==> src/rtl/trig_stamp_pkg.sv <==
package trig_stamp_pkg;
  localparam int REG_AW   = 4;
  localparam int EDGE_LSB = 8;
  localparam int THR_LSB  = 20;
  localparam int NEW_LSB  = 24;
  localparam int OVF_LSB  = 28;
  localparam int VLD_LSB  = 24;

  localparam logic [REG_AW-1:0] A_CTRL  = 4'h0;
  localparam logic [REG_AW-1:0] A_EVT   = 4'h1;
  localparam logic [REG_AW-1:0] A_MASK  = 4'h2;
  localparam logic [REG_AW-1:0] A_STAT  = 4'h3;
  localparam logic [REG_AW-1:0] A_LEVEL = 4'h4;
  localparam logic [REG_AW-1:0] A_QBASE = 4'h8;

  function automatic logic [REG_AW-1:0] q_lo_addr(input int idx);
    return REG_AW'(int'(A_QBASE) + 2 * idx);
  endfunction

  function automatic logic [REG_AW-1:0] q_hi_addr(input int idx);
    return REG_AW'(int'(A_QBASE) + 2 * idx + 1);
  endfunction
endpackage

==> src/rtl/trig_edge_sync.sv <==
module trig_edge_sync (
  input  logic clk,
  input  logic rst,
  input  logic trig_i,
  input  logic fall_sel,
  output logic hit
);
  logic s1_q, s2_q, prev_q;

  always_ff @(posedge clk) begin
    if (rst) begin
      s1_q   <= 1'b0;
      s2_q   <= 1'b0;
      prev_q <= 1'b0;
    end else begin
      s1_q   <= trig_i;
      s2_q   <= s1_q;
      prev_q <= s2_q;
    end
  end

  // Polarity only picks which transition of the settled level counts.
  assign hit = fall_sel ? (prev_q & ~s2_q) : (s2_q & ~prev_q);
endmodule

==> src/rtl/stamp_fifo.sv <==
module stamp_fifo #(
  parameter int W     = 64,
  parameter int DEPTH = 16,
  localparam int PW   = $clog2(DEPTH),
  localparam int LW   = PW + 1
) (
  input  logic          clk,
  input  logic          rst,
  input  logic          push,
  input  logic [W-1:0]  din,
  input  logic          pop,
  output logic [W-1:0]  dout,
  output logic          empty,
  output logic          full,
  output logic [LW-1:0] level
);
  logic [W-1:0]  mem [DEPTH];
  logic [PW-1:0] wr_ptr, rd_ptr;
  logic          do_push, do_pop;

  assign full    = (level == LW'(DEPTH));
  assign empty   = (level == '0);
  assign do_push = push & ~full;
  assign do_pop  = pop & ~empty;

  always_ff @(posedge clk) begin
    if (do_push) mem[wr_ptr] <= din;
  end

  always_ff @(posedge clk) begin
    if (rst) begin
      wr_ptr <= '0;
      rd_ptr <= '0;
      level  <= '0;
    end else begin
      if (do_push) wr_ptr <= wr_ptr + 1'b1;
      if (do_pop)  rd_ptr <= rd_ptr + 1'b1;
      if (do_push && !do_pop)      level <= level + 1'b1;
      else if (do_pop && !do_push) level <= level - 1'b1;
    end
  end

  assign dout = mem[rd_ptr];
endmodule

==> src/rtl/stamp_events.sv <==
module stamp_events #(
  parameter int N  = 2,
  parameter int DW = 32
) (
  input  logic          clk,
  input  logic          rst,
  input  logic [N-1:0]  new_hit,
  input  logic [N-1:0]  thr_hit,
  input  logic [N-1:0]  ovf_hit,
  input  logic          clr_we,
  input  logic [DW-1:0] clr_bits,
  input  logic [DW-1:0] mask,
  output logic [DW-1:0] evt_q,
  output logic          irq_q
);
  import trig_stamp_pkg::*;
  logic [DW-1:0] set_vec;

  always_comb begin
    set_vec = '0;
    for (int i = 0; i < N; i++) begin
      set_vec[THR_LSB + i] = thr_hit[i];
      set_vec[NEW_LSB + i] = new_hit[i];
      set_vec[OVF_LSB + i] = ovf_hit[i];
    end
  end

  always_ff @(posedge clk) begin
    if (rst) begin
      evt_q <= '0;
      irq_q <= 1'b0;
    end else begin
      evt_q <= (evt_q & ~(clr_we ? clr_bits : '0)) | set_vec;
      irq_q <= |(evt_q & mask);
    end
  end
endmodule

==> src/rtl/trig_stamp_capture.sv <==
module trig_stamp_capture #(
  parameter int N_IN    = 2,
  parameter int DEPTH   = 16,
  parameter int TW      = 64,
  parameter int DW      = 32,
  parameter int THR_RST = 7,
  localparam int LW     = $clog2(DEPTH) + 1,
  localparam int AW     = trig_stamp_pkg::REG_AW
) (
  input  logic            clk,
  input  logic            rst,
  input  logic [N_IN-1:0] trig_i,
  input  logic [TW-1:0]   time_i,
  input  logic            wr_en,
  input  logic            rd_en,
  input  logic [AW-1:0]   addr,
  input  logic [DW-1:0]   wdata,
  output logic [DW-1:0]   rdata,
  output logic            irq_o
);
  import trig_stamp_pkg::*;

  logic [N_IN-1:0] fall_q;
  logic [DW-1:0]   mask_q;
  logic [LW-1:0]   thr_q;
  logic [DW-1:0]   evt_q;

  logic [N_IN-1:0] hit, vld, full, pop, new_hit, thr_hit, ovf_hit;
  logic [TW-1:0]   head [N_IN];
  logic [LW-1:0]   lvl  [N_IN];

  for (genvar i = 0; i < N_IN; i++) begin : g_in
    logic empty_i;

    trig_edge_sync u_sync (
      .clk(clk), .rst(rst), .trig_i(trig_i[i]), .fall_sel(fall_q[i]), .hit(hit[i])
    );

    assign pop[i] = rd_en && (addr == q_hi_addr(i));

    stamp_fifo #(.W(TW), .DEPTH(DEPTH)) u_fifo (
      .clk(clk), .rst(rst), .push(hit[i]), .din(time_i), .pop(pop[i]),
      .dout(head[i]), .empty(empty_i), .full(full[i]), .level(lvl[i])
    );

    assign vld[i]     = ~empty_i;
    assign new_hit[i] = hit[i] & ~full[i];
    assign ovf_hit[i] = hit[i] & full[i];
    assign thr_hit[i] = new_hit[i] && (({1'b0, lvl[i]} + 1'b1) >= {1'b0, thr_q});
  end

  stamp_events #(.N(N_IN), .DW(DW)) u_evt (
    .clk(clk), .rst(rst), .new_hit(new_hit), .thr_hit(thr_hit), .ovf_hit(ovf_hit),
    .clr_we(wr_en && (addr == A_EVT)), .clr_bits(wdata), .mask(mask_q),
    .evt_q(evt_q), .irq_q(irq_o)
  );

  always_ff @(posedge clk) begin
    if (rst) begin
      fall_q <= '0;
      mask_q <= '0;
      thr_q  <= LW'(THR_RST);
    end else if (wr_en) begin
      case (addr)
        A_CTRL:  fall_q <= wdata[EDGE_LSB +: N_IN];
        A_MASK:  mask_q <= wdata;
        A_LEVEL: thr_q  <= wdata[LW-1:0];
        default: ;
      endcase
    end
  end

  always_ff @(posedge clk) begin
    if (rst) begin
      rdata <= '0;
    end else if (rd_en) begin
      rdata <= '0;
      case (addr)
        A_CTRL:  rdata[EDGE_LSB +: N_IN] <= fall_q;
        A_EVT:   rdata <= evt_q;
        A_MASK:  rdata <= mask_q;
        A_STAT:  rdata[VLD_LSB +: N_IN] <= vld;
        A_LEVEL: rdata[LW-1:0] <= thr_q;
        default: ;
      endcase
      for (int i = 0; i < N_IN; i++) begin
        if (vld[i] && addr == q_lo_addr(i)) rdata <= head[i][DW-1:0];
        if (vld[i] && addr == q_hi_addr(i)) rdata <= head[i][TW-1:DW];
      end
    end
  end
endmodule

==> config.mk <==
export PLATFORM = sky130hd
export DESIGN_NAME = trig_stamp_capture
export DESIGN_NICKNAME = d
export VERILOG_FILES = /design/src/rtl/trig_stamp_pkg.sv /design/src/rtl/trig_edge_sync.sv /design/src/rtl/stamp_fifo.sv /design/src/rtl/stamp_events.sv /design/src/rtl/trig_stamp_capture.sv
export SDC_FILE = /design/constraint.sdc
export NUM_CORES = 2
export LEC_CHECK = 0
export BUFFER_PORTS_ARGS = -buffer_cell sky130_fd_sc_hd__clkbuf_2
export CORE_MARGIN = 2
export CORE_UTILIZATION = 50
export CTS_BUF_LIST = sky130_fd_sc_hd__clkbuf_8
export DETAILED_ROUTE_END_ITERATION = 7
export PLACE_DENSITY_LB_ADDON = 0.3
export SYNTH_ARGS = -nofsm -noshare
export SYNTH_HDL_FRONTEND = slang
export SYNTH_SLANG_ARGS = --single-unit
==> constraint.sdc <==
create_clock -name clk -period 6.72 [get_ports clk]
set_input_delay 0.672 -clock clk [delete_from_list [all_inputs] [get_ports clk]]
set_output_delay 0.672 -clock clk [all_outputs]
set_load 0.05 [all_outputs]
==> qor.yml <==
status: "finished clean"
switchingPower_w: 0.00567
nFillCells: 12500
synth.yosys.seq_area_share_pct: 75.9
power.leakage_nw: 29.5
clk_path_buf_depth: 4
finalNetCount: 4776
fin_setup_tns_ns: 0
max_freq_ghz: 0.231
p_clk_share_pct: 39.7
stdcell_count: 7124
cp.required_ns: 7.58
clock_sinks: 2192
grt_max_degree: 104
multi_input_area_mm2: 0.0194
post-place-ws_ns: 2.38
clock_latency_ns: 1.05
gp_congestion: 0.886
syn_inst: 4243
path_clk_slew_ns: 0.06
finClkSkew_ns: 0.0787
hp-class: "in -> reg"
critical_path_arrival_ns: 5.20
wl_met3_mm: 23.6
drv_slew: 0
min_period_ns: 4.34
cp_cell_sequence: "inv_1, ha_1, nor4b_1, or3_1, buf_4, nor2_2, buf_4, inv_2, ha_1, inv_1, ha_1, nor2b_1, o21a_1, or3_1, a21oi_1, xnor2_1, nor2_1"
finalHoldViolCount: 0
io_pins: 139
grt-ovfl-total: 0
track_usage_pct: 25.7
post-synth-top-area-fraction_pct: 72.5
synth-edff-count: 2048
maxCapViolations: 0
dp_hpwl_mm: 131
routed-wl-met2_mm: 105
yosysTopAreaCell: "edfxtp_1"
cpMostUsedCell: "ha_1"
syn_area_mm2: 0.0849
final_layout_size_suffix_gt1_share_pct: 24.9
relSlewSlack_pct: 16.1
total_power_w: 0.0260
fin_ws_ns: 2.38
timing.critical_path.slowest_cell_delay_ns: 0.54
top_layer_used: "met5"
grt_setup_unrepaired: "false"
drc: 0
yosys-top-cells-count: "2048 x edfxtp_1, 447 x mux4_2, 225 x nand2_1"
ys_warn_count: 0
synth_seq_cells: 2192
start_util_pct: 50.2
seqPwrFrac_pct: 57.6
core_mm2: 0.169
yosysMostFrequentCell: "edfxtp_1"
antenna_found_initial: 21
crit_slowest_cell: "nor4b_1"
fp.dieW_um: 416
avgSynthCellArea_um2: 20.0
die_y_um: 416
routed_wl_mm: 223
finalSetupViolations: 0
first_iter_violations: 6441
synth_cell_types: 70
power_density_mw_per_mm2: 275
io_buffers: 138
cts_buffers: 356
num_vias: 44700
path_max_fanout: 23
grt_pass1_vias: 44200
root_buffer: "clkbuf_8"
area_delta_synth_final_pct: 11.7
path_buf_inv: 5
routed_via_density: 6.27
internal_power_w: 0.0204
cts_tree: "yes"
fp-row-count: 151
criticalPathCategory: "reg -> reg"
start_kind: "register"
dp.cells: 6462
die_area_mm2: 0.173
crit_family: "simple AND/OR/NAND/NOR gates"
synth_area_leaders: "edfxtp_1 72%, mux4_2 12%, dfxtp_1 3.4%"
seqCellArea_mm2: 0.0644
post-route-period-util_pct: 64.5
synth_nets: 4383
met1_length_mm: 87.1
async_flop_share_pct: 0
switching_share_pct: 21.8
comb_power_share_pct: 2.7
grt_pass1_wl_mm: 318
ant_nets: 0
cts_resized: 0
tightest_slew_ns: 1.26
vdd.ir_drop.worst_mv: 0.193
synth-main-ff-cell: "edfxtp_1"
critPathCaptureType: "register"
htree_levels: 5
wl_per_cell_um: 31.3
firstDrtPassIters: 5
[cells by family after synthesis]
group                      count (synthesis)  share of synthesized area [%]
adders and majority gates                 34                          0.519
buffers and inverters                    268                           1.61
xor gates and xnor gates                  24                          0.248
DFF                                     2192                           75.9
muxes                                    684                           14.7
AOI/OAI and AO/OA                        526                           4.25
and+or+nand+nor                          515                           2.82
[sequential cells by signal, indices dropped and copies added, names as in the netlist, named ones only]
name and cells:
g_in.u_fifo.wr_ptr 8, thr_q 5, u_evt.evt_q 32, g_in.u_fifo.mem 2048
rdata 32, fall_q 2, mask_q 32, g_in.u_fifo.rd_ptr 8
g_in.u_sync.s2_q 2, g_in.u_sync.s1_q 2, g_in.u_sync.prev_q 2, g_in.u_fifo.level 10
u_evt.irq_q 1
[layout make-up]
cell class                 instances  share of cell area (%)
antenna                            9                  0.0237
clock buffer                     372                    5.40
clock inverter                   247                    1.16
inverter                          19                  0.0752
multi-input combinational       1783                    20.4
sequential                      2192                    67.9
tap                             2218                    2.93
timing repair buffer             284                    2.06
[metal layers]
layer / up-vias / track usage, %
met2: 2427 / 39.6
li1: 18400 / -
met1: 23400 / 36.0
met4: 16 / 9.01
met3: 422 / 6.40
met5: - / 0
[metrics by stage]
step	util [%]	hold slack (ns)	instance area (µm²)
2_1_floorplan	-	0.414	84900
3_3_place_gp	52.2	0.431	88300
3_5_place_dp	52.2	0.433	88300
4_1_cts	56.1	0.0714	94800
5_1_grt	56.1	0.132	94800
6_report	56.1	0.152	94800
[layout by cell type, fill, tap and decap left out, drive strengths merged, types with 17 or more instances in the layout]
master          n
a22oi         124
dfxtp         144
nand4          17
clkbuf        509
edfxtp       2048
nand2         225
nand2b         20
inv           137
nor3           26
buf           113
mux4          447
a22o           21
o21ai          53
a211oi         27
o221ai         22
nand3          37
mux2i         203
ha             32
nor2          109
o22ai          50
nor2b          25
clkinv        123
mux2           34
dlygate4sd3    34
a221oi         32
a21oi         124
[tightest hold or removal path, stage by stage]
cell	delay, ns
clkbuf_2	0.13
nand3_1	0.15
mux2i_1	0.09
nor2_1	0.07
[what timing repair did]
item / 4_1_cts / 5_1_grt
endpoints found under the setup margin: 0 / 0
buffers inserted: 0 / 0
hold endpoints to repair: 73 / 0
hold buffers: 34 / 0
[final timing paths]
kind	start	end	slack, ns	cells past startpoint
setup / recovery	g_in[1].u_fifo.level[0]	g_in[1].u_fifo.level[4]	2.38	17
hold / removal	wr_en	fall_q[1]	0.15	4
setup reg to reg	g_in[1].u_fifo.level[0]	g_in[1].u_fifo.level[4]	2.38	17
hold reg to reg	g_in[0].u_sync.s1_q	g_in[0].u_sync.s2_q	0.44	1
[power by group through the flow]
stage / Clock [W] / Sequential (W) / Combinational, W
finish: 0.0103 / 0.0150 / 0.000702
global route: 0.0111 / 0.0150 / 0.000745
CTS: 0.0105 / 0.0150 / 0.000692
detailed placement: 0 / 0.0153 / 0.000675
global placement: 0 / 0.0153 / 0.000658
floorplan: 0 / 0.0153 / 0.000263
Power figures use the tool's default switching activity.
